`config.mk`:
```
export PLATFORM = sky130hd
export DESIGN_NAME = burst_addr_gen
export DESIGN_NICKNAME = d
export VERILOG_FILES = /design/src/rtl/burst_pkg.sv /design/src/rtl/burst_load_ctrl.sv /design/src/rtl/burst_counter.sv /design/src/rtl/burst_order_map.sv /design/src/rtl/burst_addr_gen.sv
export SDC_FILE = /design/constraint.sdc
export NUM_CORES = 1
export LEC_CHECK = 0
export ABC_AREA = 1
export BUFFER_PORTS_ARGS = -buffer_cell sky130_fd_sc_hd__buf_2
export CAP_MARGIN = 20
export CORE_MARGIN = 8
export CORE_UTILIZATION = 34
export CTS_CLUSTER_SIZE = 40
export DETAILED_ROUTE_END_ITERATION = 10
export SETUP_SLACK_MARGIN = 0.5
export SYNTH_ARGS = -nofsm -noshare
export SYNTH_HDL_FRONTEND = slang
export SYNTH_SLANG_ARGS = --single-unit
```
`constraint.sdc`:
```
create_clock -name clk -period 1.4 [get_ports clk]
set_input_delay 0.14 -clock clk [delete_from_list [all_inputs] [get_ports clk]]
set_output_delay 0.14 -clock clk [all_outputs]
set_load 0.02 [all_outputs]
```
`src/rtl/burst_pkg.sv`:
```
package burst_pkg;
  localparam int BEAT_W = 2;
  typedef logic [BEAT_W-1:0] beat_t;
  typedef enum logic {
    ORD_LINEAR     = 1'b0,
    ORD_INTERLEAVE = 1'b1
  } order_e;
endpackage

```
`src/rtl/burst_load_ctrl.sv`:
```
module burst_load_ctrl (
  input  logic proc_strobe_n,
  input  logic ctrl_strobe_n,
  input  logic advance_n,
  output logic load,
  output logic step
);
  // Either strobe loads; advance only counts when no strobe is present.
  always_comb begin
    load = ~proc_strobe_n | ~ctrl_strobe_n;
    step = ~load & ~advance_n;
  end
endmodule

```
`src/rtl/burst_counter.sv`:
```
module burst_counter
  import burst_pkg::*;
(
  input  logic  clk,
  input  logic  rst_n,
  input  logic  load,
  input  logic  step,
  input  beat_t start_in,
  output beat_t start_q,
  output beat_t count_q
);
  always_ff @(posedge clk or negedge rst_n) begin
    if (!rst_n) begin
      start_q <= '0;
      count_q <= '0;
    end else if (load) begin
      start_q <= start_in;
      count_q <= '0;
    end else if (step) begin
      count_q <= count_q + beat_t'(1);
    end
  end

  // a load always restarts the beat count
  a_r7_load_clears: assert property (@(posedge clk) disable iff (!rst_n)
    load |=> (count_q == '0));
  // a step moves the count by exactly one, modulo four
  a_r3_step_once: assert property (@(posedge clk) disable iff (!rst_n)
    step |=> (count_q == beat_t'($past(count_q) + beat_t'(1))));
  // with neither load nor step the state is frozen
  a_r6_hold: assert property (@(posedge clk) disable iff (!rst_n)
    (!load && !step) |=> ($stable(count_q) && $stable(start_q)));
endmodule

```
`src/rtl/burst_order_map.sv`:
```
module burst_order_map
  import burst_pkg::*;
(
  input  beat_t  start_q,
  input  beat_t  count_q,
  input  order_e order,
  output beat_t  low_bits
);
  always_comb begin
    unique case (order)
      ORD_INTERLEAVE: low_bits = start_q ^ count_q;
      default:        low_bits = start_q + count_q;
    endcase
  end

  // beat zero always lands on the start bits in either order
  always_comb begin
    if (count_q == '0) a_r4_beat0_start: assert (low_bits == start_q);
  end
endmodule

```
`src/rtl/burst_addr_gen.sv`:
```
module burst_addr_gen
  import burst_pkg::*;
#(
  parameter int ADDR_W = 18
) (
  input  logic              clk,
  input  logic              rst_n,
  input  logic [ADDR_W-1:0] addr_in,
  input  logic              proc_strobe_n,
  input  logic              ctrl_strobe_n,
  input  logic              advance_n,
  input  logic              order_sel,
  output logic [ADDR_W-1:0] addr_out
);
  localparam int HI_W = ADDR_W - BEAT_W;

  logic            load, step;
  beat_t           start_q, count_q, low_bits;
  logic [HI_W-1:0] hi_q;

  burst_load_ctrl u_ctrl (
    .proc_strobe_n (proc_strobe_n),
    .ctrl_strobe_n (ctrl_strobe_n),
    .advance_n     (advance_n),
    .load          (load),
    .step          (step)
  );

  burst_counter u_cnt (
    .clk      (clk),
    .rst_n    (rst_n),
    .load     (load),
    .step     (step),
    .start_in (addr_in[BEAT_W-1:0]),
    .start_q  (start_q),
    .count_q  (count_q)
  );

  burst_order_map u_map (
    .start_q  (start_q),
    .count_q  (count_q),
    .order    (order_e'(order_sel)),
    .low_bits (low_bits)
  );

  always_ff @(posedge clk or negedge rst_n) begin
    if (!rst_n)    hi_q <= '0;
    else if (load) hi_q <= addr_in[ADDR_W-1:BEAT_W];
  end

  assign addr_out = {hi_q, low_bits};

  // either strobe presents the captured address on the next cycle
  a_r2_load_addr: assert property (@(posedge clk) disable iff (!rst_n)
    (!proc_strobe_n || !ctrl_strobe_n) |=> (addr_out == $past(addr_in)));
  // the upper field is untouched without a strobe
  a_r3_upper_hold: assert property (@(posedge clk) disable iff (!rst_n)
    (proc_strobe_n && ctrl_strobe_n) |=>
      (addr_out[ADDR_W-1:BEAT_W] == $past(addr_out[ADDR_W-1:BEAT_W])));
  // a linear step adds one to the low bits while the order stays linear
  a_r4_linear_step: assert property (@(posedge clk) disable iff (!rst_n)
    (proc_strobe_n && ctrl_strobe_n && !advance_n && !order_sel) |=>
      (order_sel || addr_out[1:0] == 2'($past(addr_out[1:0]) + 2'd1)));
endmodule

```
# Word level (Yosys, flattened, before mapping)
# Index checks and enable logic that the tools add are counted.
# word_totals
register_bits,20
latch_bits,0
ramBits,0
rom_bits,0
inputBits,24
output_inout_bits,18
wordCells,16
n_memories,0
# op_classes
add_sub_neg,2
mul,0
div_mod_pow,0
n_lt_le_gt_ge,0
n_eq_ne,0
shift,0
n_mux,3
bitwise,7
reduce_logical,1
# ops
operator,n
$mux 2,3
$not 1->1,4
$add 2x1->2 const B,1
$add 2x2->2,1
$reduce_bool 2->1,1
$xor 2x2->2,1
$and 1x1->1,1
$or 1x1->1,1

# Logic depth before layout (Yosys ltp)
# Gate-level depths: netlist (run 1).
# logic_depth
word_depth,6
depth_mapped,6
ltp_nobuf,6

# Cells and area by module
# From an unflattened synthesis (run 1), not the netlist that was laid out.
# unflattened
hier_cells,104
hier_area_um2,883.3
# modules_own_cells
mod,n_inst,cells_each,area_per_inst_um2,seq_area_each_um2
burst_addr_gen,1,68,644.4,400.4
burst_counter,1,19,158.9,100.1
burst_order_map,1,15,67.6,0.0
burst_load_ctrl,1,2,12.5,0.0

# Worst setup path before layout (run 1)
# Ideal clock, no wire load.
# synth_path
path_kind,register -> output
startpoint,register u_cnt.start_q[0]
endpoint,output addr_out[1]
arrival_time_ps,864
t_required_ps,1260
path_slack_ps,396
stages_incl_launch_ff,7
path_buffers,0
path_cell_list,dfrtp_1 ha_1 inv_1 nor2_1 nand3_1 nand2_1 inv_1
# synth_via
elab_chain_cells,2
# synth_lines
element,line_no,rtl
"start, declared",burst_counter.sv:9,"output beat_t start_q,"
"start signal, assigned",burst_counter.sv:17,start_q <= start_in;
$add 2x2->2,burst_order_map.sv:12,default: low_bits = start_q + count_q;
$mux 2,burst_order_map.sv:10,unique case (order)
"end, declared",burst_addr_gen.sv:13,output logic [ADDR_W-1:0] addr_out
# Every way passes these cells.

# Worst setup path after layout (run 1)
# layout_path
startpoint,register u_cnt.count_q[0]
endpoint,output addr_out[1]
# layout_via
elab_chain_cells,2
# layout_lines
element,line_no,rtl
"start, declared",burst_counter.sv:10,output beat_t count_q
"start signal, assigned",burst_counter.sv:20,count_q <= count_q + beat_t'(1);
$add 2x2->2,burst_order_map.sv:12,
$mux 2,burst_order_map.sv:10,
# Every way passes these cells.

==> reports/summary.md, run 1 <==
Setup violations remaining at the end of the flow were counted as 0. The proportion of synthesized chip area in sequential cells was 0.5874. The switching share of power is 0.2740, and the number of global-route vias before repair is 703. In the layout the commonest cells are 60 x sky130_fd_sc_hd__nand2_1, 23 x sky130_fd_sc_hd__buf_2, 20 x sky130_fd_sc_hd__dfrtp_1. Per-cell via count in the routed design: 4.272. The height of the chip was 66.06 um. The largest net degree at the start of global routing was 21; the slew of the pin with the lowest slew margin was 0.4202 ns. The logs give 0 for the total global routing overflow and 1067 sq um for the total cell area at the placement stage. Most common library cell in the layout ignoring fill and taps: sky130_fd_sc_hd__nand2_1. The routability congestion estimate from global placement is 0.7012. STA classifies the critical path endpoint as an output port. The clock transition time at the flip-flop clock pins of the worst setup and hold paths was 0.11 ns. The logs give 4364 sq um for the die outline area and 0 for the number of max-cap violations.

For this run, the detailed router's first-pass iteration total came to 2. Grouping stages by cell kind, the critical path spends the most delay in flip-flops. The tools report the worst relative slew slack as 0.7199. Walking the worst path, the cells encountered are ha_4, nand2_1, nand3_1, nand2_1, inv_2, buf_6. The part of the total power dissipated in the clock network was 0.247; the average detailed-routed wire length per instance was 11.57 um.

TritonCTS built the clock tree. The logs give 42 for the top-level I/O count and 1305 sq um for the design area. The clock period minus worst slack is 1.397 ns, and the final hold violation count is 0. The run gives 716.1 MHz as the maximum operating frequency. The run finished with clean final reports.

The synthesized area per cell is 8.354 sq um, and the overall track demand over capacity in global routing is 0.08942. The logs give 1302 uW for the overall power and 0.03650 ns for the final hold slack. For this design the static power due to leakage is 0.0007318 uW. In the synthesized netlist, the number of instances is 102. After layout, the worst setup slack is 0.003457 ns. Effective utilization at floorplan: 0.3503.

The tightest min-delay check is of the in2reg type. The clock sink count is 20, and the number of storage elements in the synthesis netlist is 20. For the share of total power in sequential cells, the log shows 0.505. During synthesis, Yosys emitted a total of 0 warnings. The slowest stage of the critical path belongs to the cell sky130_fd_sc_hd__dfrtp_1. The total wire length after detailed routing is 2129 um. Setup repair after global routing could not meet its margin everywhere. In this run the standard cell core region covers 2432 sq um. The placed wire-length estimate was 1562 um.

Counting stages on the worst path, the most repeated cell is sky130_fd_sc_hd__nand2_1. For the post-synth net total, the log shows 127. The maximum single-stage delay on the critical path works out to 0.42 ns. The routed layout has 786 vias. The logs give 0.248 for the part of the power in combinational logic and 0 for the final antenna-violating net count. The synthesized netlist occupies a cell area of 852.1 sq um. The final antenna diode count is 0.

The run gives 27 as the starting DRC count in detailed routing. The logs give 0 ns for the post-route setup TNS and 945.5 uW for the cell-internal power. The worst-case setup slack after placement came out at 0.3218 ns. The worst setup path is of the reg2out kind.

Compared with the post-synthesis result, the final layout area differs by 53.16%. In this run the deepest clock path goes through 2 buffers. After detailed routing, the number of remaining DRC violations is 0.

The worst setup path is launched from a flip-flop. The run gives 0 as the number of antenna violations at the first check in global routing. The clock arrives with 0.00006756 ns of skew.

The total CTS buffers is 3, and the wire length of the first global-routing pass is 3063 um. Dividing total power by cell area gives a power density of 997.9 nW/um^2. For the worst-skew pair, the clock arrives at the later sink with an insertion delay of 0.29 ns. The max-slew violation total from the final report came out at 0. The buffer and inverter count on the worst path was 2; the fraction of final layout cells with drive strength greater than 1 was 0.4026. Input and output buffers added on the ports amount to 41. In the final design database the tool counted 180 nets. Number of distinct standard cells referenced by the synthesized netlist: 11. The fraction of the cycle the final worst path needs came out at 0.9975. The switching power total came out at 356.8 uW. The die span in x is 66.06 um, and the number of levels the H-tree was split into is 1. The maximum ir drop on the vdd rail is 694.4 uV, and the arrival time at the worst endpoint is 1.26 ns. Row generation in the floorplan step produced 18 rows.

The maximum fanout along the worst path is 2. The root buffer cell chosen for the clock tree is sky130_fd_sc_hd__clkbuf_4. For the required time at the endpoint of the critical path, the log shows 1.26 ns.
[flip-flops by register name, summed over array words and instances (netlist names)]
name and flops:
hi_q 16, u_cnt.count_q 2, u_cnt.start_q 2
[metal layers]
layer | wire length, um | global-route usage
met1 | 796 | 0.08826
met2 | 1208 | 0.1657
met3 | 80 | 0.01864
met4 | 43 | 0.05600
met5 | 0 | 0
[area by class of cell]
class,count,area [sq um]
inverter,7,26.28
sequential,20,500.5
clock buffer,4,36.28
fill,253,1127
multi-input combinational,72,305.3
timing repair buffer,51,399.1
tap,30,37.54
[Yosys cell counts, drive strengths merged]
master | instances | area, sq um
o21ai | 1 | 5.000
nor2 | 5 | 18.77
nand2 | 63 | 241.5
nand3 | 2 | 10.01
dfrtp | 20 | 500.5
inv | 7 | 26.27
buf | 3 | 37.53
ha | 1 | 12.51
[path summary, 6_finish.rpt]
| path | depth (start not counted) | start | to | slack, ns |
|---|---|---|---|---|
| setup reg to reg | 5 | u_cnt.count_q[0]$_DFFE_PN0P_ | u_cnt.count_q[1]$_DFFE_PN0P_ | 0.53 |
| max in group asynchronous | 2 | rst_n | hi_q[8]$_DFFE_PN0N_ | 0.79 |
| setup / recovery | 6 | u_cnt.count_q[0]$_DFFE_PN0P_ | addr_out[1] | 0.003 |
| hold reg to reg | 2 | hi_q[5]$_DFFE_PN0N_ | hi_q[5]$_DFFE_PN0N_ | 0.51 |
| hold / removal | 3 | addr_in[13] | hi_q[11]$_DFFE_PN0N_ | 0.04 |
| min in group asynchronous | 2 | rst_n | hi_q[12]$_DFFE_PN0N_ | 0.32 |
[metrics by stage]
step | util | instances
5_1_grt | 0.5365 | 184
6_report | 0.5365 | 184
3_3_place_gp | 0.4388 | 171
3_5_place_dp | 0.4388 | 171
4_1_cts | 0.5103 | 178
2_1_floorplan | - | 102
[power by group through the flow]
stage	sequential [uW]	combinational, uW	clock (uW)
after detailed placement	658	236	0
final	658	323	322
after global routing	662	353	364
after CTS	656	300	326
after global placement	656	232	0
after floorplan	706	89.5	0
[tightest hold or removal path, stage by stage]
cell and delay [ns]:
sky130_fd_sc_hd__buf_2 0.07, sky130_fd_sc_hd__nand2_1 0.04, sky130_fd_sc_hd__nand2_1 0.05
[what timing repair did]
action | 4_1_cts | 5_1_grt
setup endpoints to repair | 18 | 19
setup buffers | 2 | 6
gates resized for setup | 36 | 5
hold buffers | 1 | 0
endpoints found under the hold margin | 20 | 0
pin swaps | 2 | 3
[kinds of logic (layout without fill, tap and decap cells)]
logic type | count (synthesis) | in the layout | share of synthesized area
AOI/OAI and AO/OA | 1 | 1 | 0.005868
DFF | 20 | 20 | 0.5874
adders and majority gates | 1 | 1 | 0.01468
buffers and inverters | 10 | 62 | 0.07488
and+or+nand+nor | 70 | 70 | 0.3172
No activity file was read; power rests on OpenSTA's default activity.
==> run 2, diff against run 1 <==
--- a/config.mk
+++ b/config.mk
@@ -5,7 +5,6 @@
 export SDC_FILE = /design/constraint.sdc
 export NUM_CORES = 1
 export LEC_CHECK = 0
-export ABC_AREA = 1
 export BUFFER_PORTS_ARGS = -buffer_cell sky130_fd_sc_hd__buf_2
 export CAP_MARGIN = 20
 export CORE_MARGIN = 8
==> reports/summary.md, run 2 <==
The clock period minus worst slack works out to 1.444 ns (was 1.397 ns). The fraction of the cycle the final worst path needs is 1.031 (was 0.9975). Count of TritonRoute iterations in the first routing pass: 3 (was 2).

The count of buffers inserted at the top-level ports came out at 41 (unchanged). Most common library cell in the layout ignoring fill and taps: sky130_fd_sc_hd__buf_2 (was sky130_fd_sc_hd__nand2_1). TritonCTS built the clock tree. The per-cell via count in the routed design works out to 4.376 (was 4.272). The run gives -0.04356 ns (was 0 ns) as the post-route setup TNS.

Register bank with the most flops: hi_q (unchanged). For the number of antenna violations at the first check in global routing, the log shows 0 (unchanged). The worst-skew pair later-pin latency was 0.30 ns (was 0.29 ns). The startpoint of the worst register-to-register path was hi_q[0]$_DFFE_PN0N_ (was u_cnt.count_q[0]$_DFFE_PN0P_). The cell count after placement was 121 (was 171); the routability congestion estimate from global placement was 0.6471 (was 0.7012).

Number of setup violations in the final report: 1 (was 0). The synthesized area per cell is 17.32 sq um (was 8.354 sq um), and the via total after detailed routing is 582 (was 786). The number of levels the H-tree was split into is 1 (unchanged). The net total in the final layout came out at 129 (was 180).

The run gives 3 (unchanged) as the total CTS buffers. The number of global-route vias before repair was 683 (was 703). Total global routing overflow: 0 (unchanged). The effective utilization at floorplan was 0.3527 (was 0.3503).

Post-synthesis cell type with the largest combined area: sky130_fd_sc_hd__dfrtp_1 (unchanged). The global routing usage on met2 was 0.1508 (was 0.1657); the warning count from the yosys run was 0 (unchanged). The logs give 3174 um (was 3063 um) for the wire length of the first global-routing pass and 0.7153 (was 0.7199) for the worst relative slew slack. The tools report the met1 demand-to-capacity share in global routing as 0.1047 (was 0.08826). The final antenna diode count came out at 0 (unchanged). The flow ran to the end, but the final reports show violations. The tools report the post-route worst setup slack as -0.04356 ns (was 0.003457 ns). Static leakage: 0.0007085 uW (was 0.0007318 uW). The number of max-cap violations is 0 (unchanged), and the number of flops mapped to enable cells by yosys is 0 (unchanged). The die outline area is 4418 sq um (was 4364 sq um). The power per cell area is 1084 nW/um^2 (was 997.9 nW/um^2), and the final antenna-violating net count is 0 (unchanged). The netlist area before placement was 865.8 sq um (was 852.1 sq um). The synthesized instance count was 50 (was 102). The max-slew violation total from the final report was 0 (unchanged); the die span in x was 66.47 um (was 66.06 um). The run gives 0.09363 (was 0.08942) as the overall track demand over capacity in global routing. The type of element capturing the critical path is an output port (unchanged).

The proportion of register bits with asynchronous set or reset after synthesis was 1.000 (unchanged). The maximum ir drop on the vdd rail is 654.7 uV (was 694.4 uV), and the starting DRC count in detailed routing is 7 (was 27). The maximum fanout along the worst path was 3 (was 2); the worst-case setup slack after placement was 0.2554 ns (was 0.3218 ns).

The height of the chip works out to 66.47 um (was 66.06 um). The class of the tightest hold or removal check is in2reg (unchanged). The run gives 2455 sq um (was 2432 sq um) as the area of the core region. The area overhead of the layout relative to synthesis was 58.82% (was 53.16%). The slew of the pin with the lowest slew margin was 0.4271 ns (was 0.4202 ns); the core occupancy in the finished layout was 0.5601 (was 0.5365). The largest net degree at the start of global routing is 21 (unchanged). The remaining design rule violation count came out at 0 (unchanged). Commonest cells in the synthesized netlist: 20 x sky130_fd_sc_hd__dfrtp_1, 18 x sky130_fd_sc_hd__mux2_4, 3 x sky130_fd_sc_hd__nor2b_1, 3 x sky130_fd_sc_hd__xnor2_1, 2 x sky130_fd_sc_hd__buf_6 (was 61 x sky130_fd_sc_hd__nand2_1, 20 x sky130_fd_sc_hd__dfrtp_1, 6 x sky130_fd_sc_hd__inv_1). Fraction of final layout cells with drive strength greater than 1: 0.7573 (was 0.4026). The final reports fail on negative setup slack. Worst clock skew: 0.00007616 ns (was 0.00006756 ns). Type of origin of the critical path: a flip-flop (unchanged). The tools report the placed wire-length estimate as 1399 um (was 1562 um).

For the number of distinct standard cells referenced by the synthesized netlist, the log shows 9 (was 11). The count of filler cells inserted in the layout is 216 (was 253). The top cell type's share of synthesized area works out to 0.5780 (was 0.5874). The arrival time at the worst endpoint was 1.30 ns (was 1.26 ns); the maximum operating frequency was 692.7 MHz (was 716.1 MHz).

The clock transition time at the flip-flop clock pins of the worst setup and hold paths works out to 0.12 ns (was 0.11 ns). The most heavily used metal layer in global routing is met2 (unchanged). The first element of the critical path was u_cnt.count_q[0]$_DFFE_PN0P_ (unchanged). The tools report the startpoint of the lowest-slack hold path as addr_in[12] (was addr_in[13]). The top-level I/O count is 42 (unchanged), and the final hold slack is 0.05773 ns (was 0.03650 ns). The met3 track utilization from global routing is 0.03691 (was 0.01864). Commonest cells after routing, fill and taps aside: 23 x sky130_fd_sc_hd__buf_2, 20 x sky130_fd_sc_hd__dfrtp_1, 20 x sky130_fd_sc_hd__buf_6 (was 60 x sky130_fd_sc_hd__nand2_1, 23 x sky130_fd_sc_hd__buf_2, 20 x sky130_fd_sc_hd__dfrtp_1). Deepest clock path buffer count: 2 (unchanged). Setup repair after global routing could not meet its margin everywhere. The tools report the total wire length after detailed routing as 1961 um (was 2129 um).

The final hold violation count was 0 (unchanged); the average detailed-routed wire length per instance was 14.74 um (was 11.57 um). The library cell with the highest instance count after synthesis was sky130_fd_sc_hd__dfrtp_1 (was sky130_fd_sc_hd__nand2_1). The most common flop cell mapped by yosys is sky130_fd_sc_hd__dfrtp_1 (unchanged). Registers with the highest flip-flop counts: hi_q (16), u_cnt.count_q (2), u_cnt.start_q (2) (unchanged).

The number of flip-flops in the largest register is 16 (unchanged), and the number of storage elements in the synthesis netlist is 20 (unchanged). Main area contributors after synthesis: sky130_fd_sc_hd__dfrtp_1 58%, sky130_fd_sc_hd__mux2_4 31%, sky130_fd_sc_hd__xnor2_1 3.0% (was sky130_fd_sc_hd__dfrtp_1 59%, sky130_fd_sc_hd__nand2_1 27%, sky130_fd_sc_hd__buf_6 2.6%). For the proportion of synthesized chip area in sequential cells, the log shows 0.5780 (was 0.5874). The run gives 1.26 ns (about the same) as the required time at the endpoint of the critical path.

The tools report the clock tree root driver cell as sky130_fd_sc_hd__clkbuf_4 (unchanged). The class of the most critical setup path is reg2out (unchanged). The floorplan row count is 18 (unchanged), and the post-synth net total is 75 (was 127).

The post-route non-filler standard cell count was 133 (was 184); the clock sink count was 20 (unchanged).
[run 2: report_power, final]
group	internal [uW]	total, uW	switching, uW	leakage (uW)
sequential	623	661	37.4	0.000237
clock	289	468	179	0.0000279
combinational	220	362	142	0.000443
total	1130	1490	358	0.000708
[run 2: cell type report]
cell class,count,area [sq um],area share
clock buffer,3,22.52,0.01638
clock inverter,1,30.03,0.02184
multi-input combinational,28,381.6,0.2775
sequential,20,500.5,0.3640
tap,30,37.54,0.02730
timing repair buffer,51,402.9,0.2930
[run 2: path summary, 6_finish.rpt]
check,slack [ns],depth (start not counted),endpoint
worst max-delay path,-0.04,4,addr_out[1]
worst min-delay path,0.06,2,hi_q[10]$_DFFE_PN0N_
worst max register to register,0.49,2,hi_q[0]$_DFFE_PN0N_
worst min register to register,0.55,1,hi_q[7]$_DFFE_PN0N_
max in group asynchronous,0.80,2,hi_q[3]$_DFFE_PN0N_
min in group asynchronous,0.30,2,hi_q[0]$_DFFE_PN0N_
[run 2: repair_timing]
action | in CTS | in global routing
setup endpoints to repair | 19 | 23
gates cloned | 0 | 0
setup buffers | 4 | 3
hold endpoints to repair | 20 | 0
hold buffers | 1 | 0
gates resized for setup | 37 | 2
pin swaps | 2 | 0
[run 2: cells by family after synthesis]
| family | Yosys count | synth area share |
|---|---|---|
| xor+xnor | 3 | 0.03035 |
| fa+ha+maj | 1 | 0.01445 |
| buf+inv | 2 | 0.02601 |
| flops | 20 | 0.5780 |
| mux | 18 | 0.3121 |
| simple gates | 6 | 0.03901 |
[run 2: through the flow]
stage	power [uW]	cell area (sq um)
3_5_place_dp	940.3	1137
5_1_grt	1559	1375
4_1_cts	1495	1345
6_report	1491	1375
2_1_floorplan	837.4	902.1
3_3_place_gp	934.0	1137
[run 2: worst max-delay path: stages (launching register included)]
cell and delay, ns:
sky130_fd_sc_hd__dfrtp_1 0.40, sky130_fd_sc_hd__ha_2 0.17, sky130_fd_sc_hd__nor2b_4 0.18, sky130_fd_sc_hd__xnor2_4 0.12, sky130_fd_sc_hd__buf_6 0.13
[run 2: per-layer routing]
layer | vias to the layer above | part of all wire
met5 | - | 0
li1 | 277 | -
met1 | 284 | 0.40
met3 | 2 | 0.084
met4 | 0 | 0.0076
met2 | 19 | 0.51
